--- src/rtl/alu40_pkg.sv ---
package alu40_pkg;
   typedef enum logic [2:0] {
      OP_ADD   = 3'd0,
      OP_SUB   = 3'd1,
      OP_AND   = 3'd2,
      OP_OR    = 3'd3,
      OP_XOR   = 3'd4,
      OP_CMPEQ = 3'd5,
      OP_CLROV = 3'd6,
      OP_NOP   = 3'd7
   } alu_op_e;
endpackage

--- src/rtl/acc_alu40_opsel.sv ---
// Operand multiplexers with selectable widening of bus data.
module acc_alu40_opsel #(
   parameter int ACC_W = 40,
   parameter int BUS_W = 16
) (
   input  logic             sign_ext_i,
   input  logic             xsel_i,
   input  logic             ysel_i,
   input  logic             dst_i,
   input  logic [ACC_W-1:0] acc_a_i,
   input  logic [ACC_W-1:0] acc_b_i,
   input  logic [BUS_W-1:0] cbus_i,
   input  logic [BUS_W-1:0] dbus_i,
   output logic [ACC_W-1:0] x_o,
   output logic [ACC_W-1:0] y_o
);
   localparam int PAD_W = ACC_W - BUS_W;

   function automatic logic [ACC_W-1:0] widen(input logic [BUS_W-1:0] v, input logic se);
      return {{PAD_W{se & v[BUS_W-1]}}, v};
   endfunction

   logic [ACC_W-1:0] own_acc, other_acc;

   always_comb begin
      own_acc   = dst_i ? acc_b_i : acc_a_i;
      other_acc = dst_i ? acc_a_i : acc_b_i;
      x_o = xsel_i ? widen(cbus_i, sign_ext_i) : own_acc;
      y_o = ysel_i ? widen(dbus_i, sign_ext_i) : other_acc;
   end
endmodule

--- src/rtl/acc_alu40_core.sv ---
// Two-lane adder/subtractor: lane cut at LANE_W when dual mode is set.
module acc_alu40_core #(
   parameter int ACC_W  = 40,
   parameter int LANE_W = 16
) (
   input  logic             sub_i,
   input  logic             dual_i,
   input  logic [ACC_W-1:0] x_i,
   input  logic [ACC_W-1:0] y_i,
   output logic [ACC_W-1:0] wrap_o,
   output logic             carry_o,
   output logic [ACC_W:0]   wide_o
);
   localparam int HI_W = ACC_W - LANE_W;

   logic [ACC_W-1:0]  yv;
   logic [LANE_W:0]   lo_sum;
   logic [HI_W:0]     hi_sum;
   logic              hi_cin;

   always_comb begin
      yv     = sub_i ? ~y_i : y_i;
      lo_sum = {1'b0, x_i[LANE_W-1:0]} + {1'b0, yv[LANE_W-1:0]} + {{LANE_W{1'b0}}, sub_i};
      hi_cin = dual_i ? sub_i : lo_sum[LANE_W];
      hi_sum = {1'b0, x_i[ACC_W-1:LANE_W]} + {1'b0, yv[ACC_W-1:LANE_W]} + {{HI_W{1'b0}}, hi_cin};
      wrap_o  = {hi_sum[HI_W-1:0], lo_sum[LANE_W-1:0]};
      carry_o = hi_sum[HI_W];
      wide_o  = {x_i[ACC_W-1], x_i} + {yv[ACC_W-1], yv} + {{ACC_W{1'b0}}, sub_i};
   end
endmodule

--- src/rtl/acc_alu40_sat.sv ---
// Range check against the SAT_W-bit signed window and optional clamp.
module acc_alu40_sat #(
   parameter int ACC_W = 40,
   parameter int SAT_W = 32
) (
   input  logic             sat_en_i,
   input  logic [ACC_W:0]   wide_i,
   input  logic [ACC_W-1:0] wrap_i,
   output logic [ACC_W-1:0] res_o,
   output logic             ovf_o
);
   localparam int TOP_W = ACC_W - SAT_W + 2;
   localparam logic [ACC_W-1:0] POS_LIM = {{(ACC_W-SAT_W+1){1'b0}}, {(SAT_W-1){1'b1}}};
   localparam logic [ACC_W-1:0] NEG_LIM = {{(ACC_W-SAT_W+1){1'b1}}, {(SAT_W-1){1'b0}}};

   logic [TOP_W-1:0] top_bits;

   always_comb begin
      top_bits = wide_i[ACC_W:SAT_W-1];
      ovf_o    = !((&top_bits) || !(|top_bits));
      if (sat_en_i && ovf_o)
         res_o = wide_i[ACC_W] ? NEG_LIM : POS_LIM;
      else
         res_o = wrap_i;
   end
endmodule

--- src/rtl/acc_alu40.sv ---
module acc_alu40
   import alu40_pkg::*;
#(
   parameter int ACC_W = 40,
   parameter int BUS_W = 16,
   parameter int SAT_W = 32,
   parameter int N_ACC = 2
) (
   input  logic             clk,
   input  logic             rst_n,
   input  logic             op_valid_i,
   input  logic [2:0]       op_i,
   input  logic             dst_i,
   input  logic             xsel_i,
   input  logic             ysel_i,
   input  logic             sign_ext_i,
   input  logic             sat_en_i,
   input  logic             dual_i,
   input  logic [BUS_W-1:0] cbus_i,
   input  logic [BUS_W-1:0] dbus_i,
   output logic [ACC_W-1:0] acc_a_o,
   output logic [ACC_W-1:0] acc_b_o,
   output logic             carry_o,
   output logic             ovf_a_o,
   output logic             ovf_b_o,
   output logic             zero_a_o,
   output logic             zero_b_o,
   output logic             tc_o
);
   generate
      if (SAT_W >= ACC_W || SAT_W <= BUS_W) begin : g_bad_sat
         $error("SAT_W must lie between BUS_W and ACC_W");
      end
      if (2 * BUS_W > ACC_W) begin : g_bad_lane
         $error("ACC_W must hold two bus-wide lanes");
      end
      if (N_ACC != 2) begin : g_bad_acc
         $error("exactly two accumulators are supported");
      end
   endgenerate

   alu_op_e          op;
   logic [ACC_W-1:0] acc_q [N_ACC];
   logic [N_ACC-1:0] ovf_q, zero_q;
   logic [ACC_W-1:0] x, y, wrap, sat_res, logic_res, result;
   logic [ACC_W:0]   wide;
   logic             carry_raw, ovf_raw, arith_op, logic_op, wr_en, ovf_ev;
   logic             carry_q, tc_q;

   assign op = alu_op_e'(op_i);

   acc_alu40_opsel #(.ACC_W(ACC_W), .BUS_W(BUS_W)) u_opsel (
      .sign_ext_i(sign_ext_i), .xsel_i(xsel_i), .ysel_i(ysel_i), .dst_i(dst_i),
      .acc_a_i(acc_q[0]), .acc_b_i(acc_q[1]), .cbus_i(cbus_i), .dbus_i(dbus_i),
      .x_o(x), .y_o(y)
   );

   acc_alu40_core #(.ACC_W(ACC_W), .LANE_W(BUS_W)) u_core (
      .sub_i(op == OP_SUB), .dual_i(dual_i), .x_i(x), .y_i(y),
      .wrap_o(wrap), .carry_o(carry_raw), .wide_o(wide)
   );

   acc_alu40_sat #(.ACC_W(ACC_W), .SAT_W(SAT_W)) u_sat (
      .sat_en_i(sat_en_i & ~dual_i), .wide_i(wide), .wrap_i(wrap),
      .res_o(sat_res), .ovf_o(ovf_raw)
   );

   always_comb begin
      arith_op = (op == OP_ADD) || (op == OP_SUB);
      logic_op = (op == OP_AND) || (op == OP_OR) || (op == OP_XOR);
      unique case (op)
         OP_AND:  logic_res = x & y;
         OP_OR:   logic_res = x | y;
         default: logic_res = x ^ y;
      endcase
      result = arith_op ? sat_res : logic_res;
      wr_en  = op_valid_i && (arith_op || logic_op);
      ovf_ev = op_valid_i && arith_op && !dual_i && ovf_raw;
   end

   always_ff @(posedge clk or negedge rst_n) begin
      if (!rst_n) begin
         carry_q <= 1'b0;
         tc_q    <= 1'b0;
      end else if (op_valid_i) begin
         if (arith_op)         carry_q <= carry_raw;
         if (op == OP_CMPEQ)   tc_q    <= (x == y);
      end
   end

   for (genvar g = 0; g < N_ACC; g++) begin : g_acc
      logic sel;
      assign sel = (dst_i == (g != 0));
      always_ff @(posedge clk or negedge rst_n) begin
         if (!rst_n) begin
            acc_q[g]  <= '0;
            zero_q[g] <= 1'b1;
            ovf_q[g]  <= 1'b0;
         end else begin
            if (wr_en && sel) begin
               acc_q[g]  <= result;
               zero_q[g] <= (result == '0);
            end
            if (op_valid_i && op == OP_CLROV && sel)
               ovf_q[g] <= 1'b0;
            else if (ovf_ev && sel)
               ovf_q[g] <= 1'b1;
         end
      end
   end

   assign acc_a_o  = acc_q[0];
   assign acc_b_o  = acc_q[1];
   assign carry_o  = carry_q;
   assign ovf_a_o  = ovf_q[0];
   assign ovf_b_o  = ovf_q[1];
   assign zero_a_o = zero_q[0];
   assign zero_b_o = zero_q[1];
   assign tc_o     = tc_q;
endmodule

--- config.mk ---
export PLATFORM = sky130hd
export DESIGN_NAME = acc_alu40
export DESIGN_NICKNAME = d
export VERILOG_FILES = /design/src/rtl/alu40_pkg.sv /design/src/rtl/acc_alu40_opsel.sv /design/src/rtl/acc_alu40_core.sv /design/src/rtl/acc_alu40_sat.sv /design/src/rtl/acc_alu40.sv
export SDC_FILE = /design/constraint.sdc
export NUM_CORES = 1
export LEC_CHECK = 0
export BUFFER_PORTS_ARGS = -buffer_cell sky130_fd_sc_hd__buf_2
export CAP_MARGIN = 40
export CORE_MARGIN = 1.5
export CORE_UTILIZATION = 35
export DETAILED_ROUTE_END_ITERATION = 16
export GPL_TIMING_DRIVEN = 0
export PLACE_DENSITY_LB_ADDON = 0.1
export SLEW_MARGIN = 20
export SYNTH_ARGS = -nofsm -noshare
export SYNTH_HDL_FRONTEND = slang
export SYNTH_SLANG_ARGS = --single-unit
--- constraint.sdc ---
create_clock -name clk -period 6.8 [get_ports clk]
set_clock_uncertainty 0.2 [all_clocks]
set_input_delay 1.02 -clock clk [delete_from_list [all_inputs] [get_ports clk]]
set_output_delay 1.02 -clock clk [all_outputs]
set_load 0.01 [all_outputs]
# ---- Word level (Yosys, flattened, before mapping)
# Index checks and enable logic that the tools add are counted.
dict set report word_totals {
  reg_bits 86
  inputBits 44
  word_cells 72
  out_inout_bits 86
}
dict set report classes {
  reduce_logical 28
  eq_ne 7
  bitwise_logic 9
  muxes 14
  n_addsub 6
}
# operator count
set op_table {}
lappend op_table {{two-way mux 40 bit} 8}
lappend op_table {{case mux 40 bit (2 select lines)} 1}
lappend op_table {{adder 40 x 40 -> 41 bit} 1}
lappend op_table {{adder 41 x 1 -> 41 bit} 1}
lappend op_table {{bitwise AND 40 bit} 1}
lappend op_table {{== test 40 bit} 1}
lappend op_table {{zero test 40 bit} 1}
lappend op_table {{inverter 40 bit} 1}
lappend op_table {{bitwise OR 40 bit} 1}
lappend op_table {{bitwise XOR 40 bit} 1}
lappend op_table {{adder 24 x 24 -> 25 bit} 1}
lappend op_table {{adder 25 x 1 -> 25 bit} 1}
lappend op_table {{adder 16 x 16 -> 17 bit} 1}
lappend op_table {{adder 17 x 1 -> 17 bit} 1}
lappend op_table {{logical AND 1 bit} 12}
lappend op_table {{AND reduction 10 bit} 1}
lappend op_table {{OR reduction 10 bit} 1}
lappend op_table {{== test 3 bit (second input constant)} 3}
lappend op_table {{== test 3 x 2 -> 1 bit (second input constant)} 2}
lappend op_table {{logical OR 1 bit} 5}
lappend op_table {{two-way mux 1 bit} 5}
lappend op_table {{AND reduction 2 bit} 2}
lappend op_table {{nonzero test 2 bit} 2}
lappend op_table {{bitwise AND 1 bit} 3}
lappend op_table {{4 further kinds} 7}

# ---- Longest topological paths before layout
# Gate-level depths: netlist of run 1.
dict set report depth {
  ltp_word 14
  mapped_depth 30
  mapped_depth_nobuf 26
}

# ---- Cells and area by module
# Synthesis of run 1 repeated with hierarchy kept, for this count alone.
dict set report unflattened {
  cells_unflattened 1378
  area_unflattened_um2 11215.8
}
# module seq_area_each_um2 area_per_inst_um2 instances cells_each
set modules_own_cells {}
lappend modules_own_cells {acc_alu40 2154.6 5778.0 1 603}
lappend modules_own_cells {acc_alu40_core 0.0 3405.8 1 496}
lappend modules_own_cells {acc_alu40_opsel 0.0 1572.8 1 219}
lappend modules_own_cells {acc_alu40_sat 0.0 459.2 1 60}

# ---- Worst setup path after synthesis of run 1
# Ideal clock, no wire load.
dict set report synth_path {
  path_kind {input port to flip-flop}
  from {in dst_i}
  to {reg zero_q[0], in the netlist zero_a_o}
  setup_time_ps 91
  n_path_buf 6
  arrival_ps 7648
  stages 25
  required_time_ps 6509
  setup_slack_ps -1139
  cell_sequence {buf_2 -> buf_4 -> buf_1 -> buf_1 -> clkbuf_1 -> mux2i_1 -> o21ai_0 -> inv_1 -> fa_1 -> nand2b_1 -> a21oi_1 -> o211ai_1 -> a2111oi_4 -> a2111oi_1 -> o31ai_2 -> xor2_1 -> nand3_1 -> or4_4 -> and3_1 -> clkbuf_1 -> o311a_1 -> a2111oi_2 -> nand4_1 -> or4_1 -> o31ai_1}
}
dict set report synth_via {
  elab_chain_cells 14
  word_cells_on_any_way 29
  classes_between {add/sub (6); mux (10); bitwise (5); reduce/logical (8)}
}
# item line
set synth_rtl {}
lappend synth_rtl {{start: declaration} acc_alu40.sv:13} ;# input logic dst_i,
lappend synth_rtl {{branches (longest 14 deep; another with adder 25 x 1 -> 25 bit)} n/a}
lappend synth_rtl {{end signal: indexed assignment} acc_alu40.sv:102} ;# zero_q[g] <= (result == '0);
lappend synth_rtl {{end: declaration} acc_alu40.sv:44} ;# logic [N_ACC-1:0] ovf_q, zero_q;
# Parallel ways; which one is timed is not known.
# A chain may end at the register's enable or synchronous reset.

# ---- Worst setup path in the final report of run 1
dict set report layout_path {
  from {in ysel_i}
  to {reg zero_q[1], in the netlist zero_b_o}
}
dict set report layout_via {
  elab_chain_cells 13
  word_cells_on_any_way 24
  classes_between {add/sub (6); mux (7); bitwise (4); reduce/logical (7)}
}
# item line
set layout_rtl {}
lappend layout_rtl {{start: declaration} acc_alu40.sv:15} ;# input logic ysel_i,
lappend layout_rtl {{two-way mux 40 bit *} acc_alu40_opsel.sv:29} ;# y_o = ysel_i ? widen(dbus_i, sign_ext_i) : other_acc;
lappend layout_rtl {{branches (longest 10 deep; another with adder 25 x 1 -> 25 bit)} n/a}
lappend layout_rtl {{two-way mux 40 bit *} acc_alu40.sv:76} ;# result = arith_op ? sat_res : logic_res;
lappend layout_rtl {{zero test 40 bit *} acc_alu40.sv:102}
# Mark *: on every way between the ends.

==> results.ini, run 1 <==
[outcome]
status = finished, final reports clean

[cts]
cts_root_buf = clkbuf_16
cts_tree = built
clk_latency_ns = 0.39
path_clk_slew_ns = 0.06
clk_path_buf_depth = 2
cts_buffers = 9
clock-sinks = 86
htreeDepth = 3

[power]
p_total_mw = 4.55
peakVddDrop_mv = 0.148
sw_frac_of_total = 0.495
pwr-share-comb = 0.682
seqPwrFrac = 0.192
p_int_mw = 2.29
p_clk_frac = 0.126
power.density_nw_per_um2 = 326
p_leak_nw = 6.57
p_sw_mw = 2.25

[logic_synthesis]
syn-instance-count = 1402
syn_nets = 1566
syn-cell-area_um2 = 10800
synth_ff_type = dfrtp_1
synth_edf_count = 0
synth.distinct_cells = 85
ys_ff_latch = 86
ys_seq_area_frac = 0.199
ys_warn_count = 0
avgSynthCellArea_um2 = 7.72
postSynth.asyncResetShare = 1.00

[global_routing]
grt_pass1_vias = 11000
grt.total_usage = 0.313
gr-total-overflow = 0
grt_pass1_wl_mm = 72.0
grt_max_degree = 57
antenna_found_initial = 0

[place]
gp_congestion = 0.983
dp_slack_ns = -2.47
dp.cells = 1936
hpwl_mm = 39.2
port_buffers = 127

[floorplan]
start_util = 0.355
boundaryPins = 130
coreArea_um2 = 30500
die-area_um2 = 32000
dieHeight_um = 179
rows = 64
die_w_um = 179

[routing]
antenna_left = 0
post_drt_wl_per_cell_um = 25.1
viasPerCell = 5.84
drc = 0
drt_first_iter_violations = 850
vias = 11700
firstDrtPassIters = 7
wirelength_mm = 50.5

[timing]
rsz0062_at_grt = true
setup_viol = 0
fmax_mhz = 148
final.setup.worst_slack_ns = 0.0467
tightestPinTransition_ns = 0.990
period_needed_ns = 6.75
final_max_slew_viol_count = 0
timing.final.crit_share = 0.993
finalHoldViolCount = 0
max_slew_margin = 0.340

[setup_path]
critPathLaunchType = input pin
critPathKind = input pin to flop
critPathMaxFanout = 10
end_kind = flop
required_ns = 6.90
cp.arrival_ns = 6.85

[hold_path]
min_path_type = flop to flop

[finish]
fin_nets = 1773
ff_latch_area_um2 = 2150
syn_to_final_growth_pct = 28.8
n_antenna_cell = 0
multiInputGateArea_um2 = 8570
fill_cells = 3167
layout-drive-gt1-share = 0.287
stdcell_count = 2010

[flow_run]
maxCapViolations = 0

[flip-flops by register name (all words and copies together) (netlist names)]
name      count
carry_o       1
tc_o          1
acc_a_o      40
ovf_a_o       1
ovf_b_o       1
zero_b_o      1
acc_b_o      40
zero_a_o      1
[stage by stage]
step	hold slack, ns	TNS [ns]	util	cell area (um^2)
after floorplan	0.276	0	-	10900
after global placement	0.272	-109.80	0.395	12100
after detailed placement	0.280	-108.65	0.400	12200
after CTS	0.298	0	0.435	13300
after global routing	0.319	-0.0754	0.457	13900
final	0.299	0	0.457	13900
[logic make-up after synthesis]
| group | after synthesis | synth area share |
|---|---|---|
| AOI/OAI and AO/OA | 440 | 0.258 |
| xor gates and xnor gates | 82 | 0.0670 |
| adders and majority gates | 122 | 0.143 |
| buffers and inverters | 193 | 0.0683 |
| DFF | 86 | 0.199 |
| muxes | 110 | 0.109 |
| and+or+nand+nor | 369 | 0.156 |
[layer usage]
metal  up-vias  track usage  wire, um
met5         -            0         0
met4         0        0.151      2480
met3        94       0.0312      2930
met2       456        0.494     22400
met1      5738        0.426     22700
li1       5441            -         -
[Yosys cell counts (all sizes together) (32+ instances only)]
cell	number	area, um^2
a21oi	99	495
clkbuf	77	289
dfrtp	84	2100
ha	117	1460
inv	97	364
mux2	60	679
mux2i	50	504
nand2	141	529
nor2	103	389
o21ai	147	743
o22ai	32	206
xor2	59	517
[worst max-delay path, stage by stage]
cell	delay, ns
clkbuf_4	0.18
a21bo_4	0.31
clkbuf_4	0.31
o21ai_1	0.16
xor2_1	0.17
ha_1	0.44
a21o_1	0.30
a31oi_2	0.28
o211ai_1	0.17
a2111o_1	0.48
or3_1	0.39
a22oi_1	0.28
a41o_1	0.66
o311ai_1	0.34
a2111oi_4	0.30
nand4_1	0.21
or4_4	0.59
o31ai_2	0.23
[path summary, 6_finish.rpt]
kind | startpoint | to | slack [ns] | cells past startpoint
setup reg to reg | acc_b_o[0] | zero_b_o | 0.58 | 21
hold reg to reg | zero_a_o | zero_a_o | 0.30 | 2
max in group asynchronous | rst_n | zero_a_o | 5.41 | 2
setup / recovery | ysel_i | zero_b_o | 0.05 | 18
hold / removal | zero_a_o | zero_a_o | 0.30 | 2
min in group asynchronous | rst_n | acc_b_o[14] | 0.31 | 1
[cell type report]
cell class                      instances  area share
Sequential cell                        86       0.155
Timing Repair Buffer                  213       0.103
Inverter                               97      0.0261
Buffer                                 79      0.0429
Clock buffer                           11      0.0174
Tap cell                              396      0.0355
Multi-Input combinational cell       1123       0.615
Clock inverter                          5     0.00583
[cell usage in the layout, fill, tap and decap left out, types with 21 or more instances in the layout]
cell	count
a21oi_1	75
mux2i_1	47
o21ai_0	107
o22ai_1	31
dfrtp_1	84
clkbuf_1	31
ha_1	107
nand2_1	137
nor2_1	98
mux2_2	59
nand3_1	21
inv_1	96
buf_2	128
buf_4	73
xnor2_1	22
xor2_1	58
o21ai_1	29
a21o_1	23
[power by group through the flow]
| stage | logic (mW) | registers (mW) | clock network (mW) |
|---|---|---|---|
| after floorplan | 1.72 | 0.922 | 0 |
| after global placement | 2.65 | 0.869 | 0 |
| after detailed placement | 2.66 | 0.879 | 0 |
| after CTS | 2.89 | 0.870 | 0.585 |
| after global routing | 3.37 | 0.904 | 0.601 |
| final | 3.10 | 0.873 | 0.571 |
[what timing repair did]
item / CTS / global route
gates resized for setup: 160 / 103
pin swaps: 35 / 31
buffers inserted: 29 / 39
hold buffers: 0 / 0
setup endpoints to repair: 83 / 13
cloned: 1 / 4
No activity file was read; power rests on OpenSTA's default activity.
==> run 2, diff against run 1 <==
==> constraint.sdc (replaced) <==
create_clock -name clk -period 6.8 [get_ports clk]
set_clock_uncertainty 0.2 [all_clocks]
set_input_delay 0.34 -clock clk [delete_from_list [all_inputs] [get_ports clk]]
set_output_delay 0.34 -clock clk [all_outputs]
set_load 0.01 [all_outputs]
==> results.ini, run 2 (synthesized netlist as in run 1, its figures left out) <==
[cts]
path_clk_slew_ns = 0.06
clock-sinks = 86
cts_tree = built
clk_path_buf_depth = 2
cts_root_buf = clkbuf_16
cts_buffers = 9
htreeDepth = 3
clk_latency_ns = 0.38

[finish]
stdcell_area_um2 = 13100
fill_cells = 3216
mostFrequentLayoutCells = nand2_1, buf_2, o21ai_0
layout-drive-gt1-share = 0.232
syn_to_final_growth_pct = 20.9
fin_nets = 1721
layout_commonest_cell = nand2_1
n_antenna_cell = 0

[timing]
period_needed_ns = 6.68
finalSetupTns_ns = 0
setup_viol = 0
fin_hold_ws_ns = 0.193
final_max_slew_viol_count = 0
tightestPinTransition_ns = 0.899
finalHoldViolCount = 0
fmax_mhz = 150
max_slew_margin = 0.397
timing.final.crit_share = 0.982

[place]
port_buffers = 127
gp_congestion = 0.975
hpwl_mm = 38.8
place_area_um2 = 12100

[flow_run]
maxCapViolations = 0

[power]
peakVddDrop_mv = 0.121
p_leak_nw = 6.14
p_total_mw = 4.32
power.density_nw_per_um2 = 330

[routing]
wirelength_mm = 48.3
post_drt_wl_per_cell_um = 24.7
vias = 11400
viasPerCell = 5.83
drt_first_iter_violations = 923
antenna_left = 0
firstDrtPassIters = 5
drc = 0

[global_routing]
grt_max_degree = 63
grt.total_usage = 0.303
antenna_found_initial = 1
grt_pass1_vias = 10600
grt_pass1_wl_mm = 69.5
gr-total-overflow = 0

[floorplan]
boundaryPins = 130
start_util = 0.355
dieHeight_um = 179
coreArea_um2 = 30500
rows = 64
die_w_um = 179
die-area_um2 = 32000

[hold_path]
min_path_type = input pin to async pin

[setup_path]
end_kind = flop
critPathMaxFanout = 10
required_ns = 6.89
critPathLaunchType = input pin
critPathKind = input pin to flop
cp.arrival_ns = 6.77

[outcome]
status = finished, final reports clean

[run 2: cell type report]
| cell class | instances | area [um^2] | area share |
|---|---|---|---|
| flip-flops and latches | 86 | 2150 | 0.165 |
| inverters | 97 | 364 | 0.0278 |
| well taps | 396 | 495 | 0.0379 |
| multi-input cells | 1123 | 8310 | 0.635 |
| repair buffers | 162 | 1000 | 0.0765 |
| clock buffers | 10 | 239 | 0.0183 |
| clock inverters | 6 | 93.8 | 0.00717 |
| plain buffers | 78 | 428 | 0.0327 |
[run 2: path summary, 6_finish.rpt]
check,from,to,slack [ns],cells after the start
hold / removal,rst_n,acc_a_o[13],0.19,2
max in group asynchronous,rst_n,zero_a_o,5.54,3
setup reg to reg,acc_b_o[0],zero_a_o,0.29,24
setup / recovery,dst_i,zero_a_o,0.12,25
hold reg to reg,zero_a_o,zero_a_o,0.28,2
min in group clk,op_valid_i,carry_o,0.19,3
[run 2: through the flow]
step | util | instances | setup slack, ns
5_1_grt | 0.429 | 1958 | -0.0394
4_1_cts | 0.417 | 1950 | 0.00287
3_5_place_dp | 0.398 | 1939 | -2.20
2_1_floorplan | - | 1402 | 0.107
3_3_place_gp | 0.392 | 1925 | -2.27
6_report | 0.429 | 1958 | 0.120
[run 2: layer usage]
| metal | vias up | routed length (um) | global-route usage |
|---|---|---|---|
| li1 | 5345 | - | - |
| met1 | 5544 | 22000 | 0.415 |
| met2 | 447 | 21300 | 0.469 |
| met3 | 76 | 3070 | 0.0494 |
| met4 | 2 | 1970 | 0.126 |
| met5 | - | 13 | 0 |
[run 2: where the power goes]
group          internal [mW]  leakage [nW]  switching [mW]
clock network          0.334         0.159           0.237
logic                   1.13          4.94            1.74
registers              0.687          1.04           0.182
[run 2: worst max-delay path: stages]
cell and delay [ns]:
clkbuf_4 0.18, buf_12 0.17, buf_8 0.19, buf_8 0.19, buf_12 0.18, mux2i_1 0.11, o21ai_2 0.28, inv_1 0.12
fa_1 0.44, nand2b_1 0.22, a21oi_4 0.19, o211ai_1 0.22, a2111oi_4 0.48, a2111oi_4 0.13, o31ai_2 0.26, xor2_1 0.22
nand3_1 0.11, or4_4 0.59, a31oi_4 0.38, buf_4 0.23, a211o_4 0.19, and4b_1 0.28, nand4_1 0.16, or4_4 0.60
o31ai_1 0.26
[run 2: repair_timing]
action / in CTS / in global routing
setup endpoints to repair: 83 / 4
hold buffers: 1 / 0
pin swaps: 6 / 18
gates resized for setup: 83 / 72
hold endpoints to repair: 84 / 0
cloned: 0 / 1
setup buffers: 3 / 15
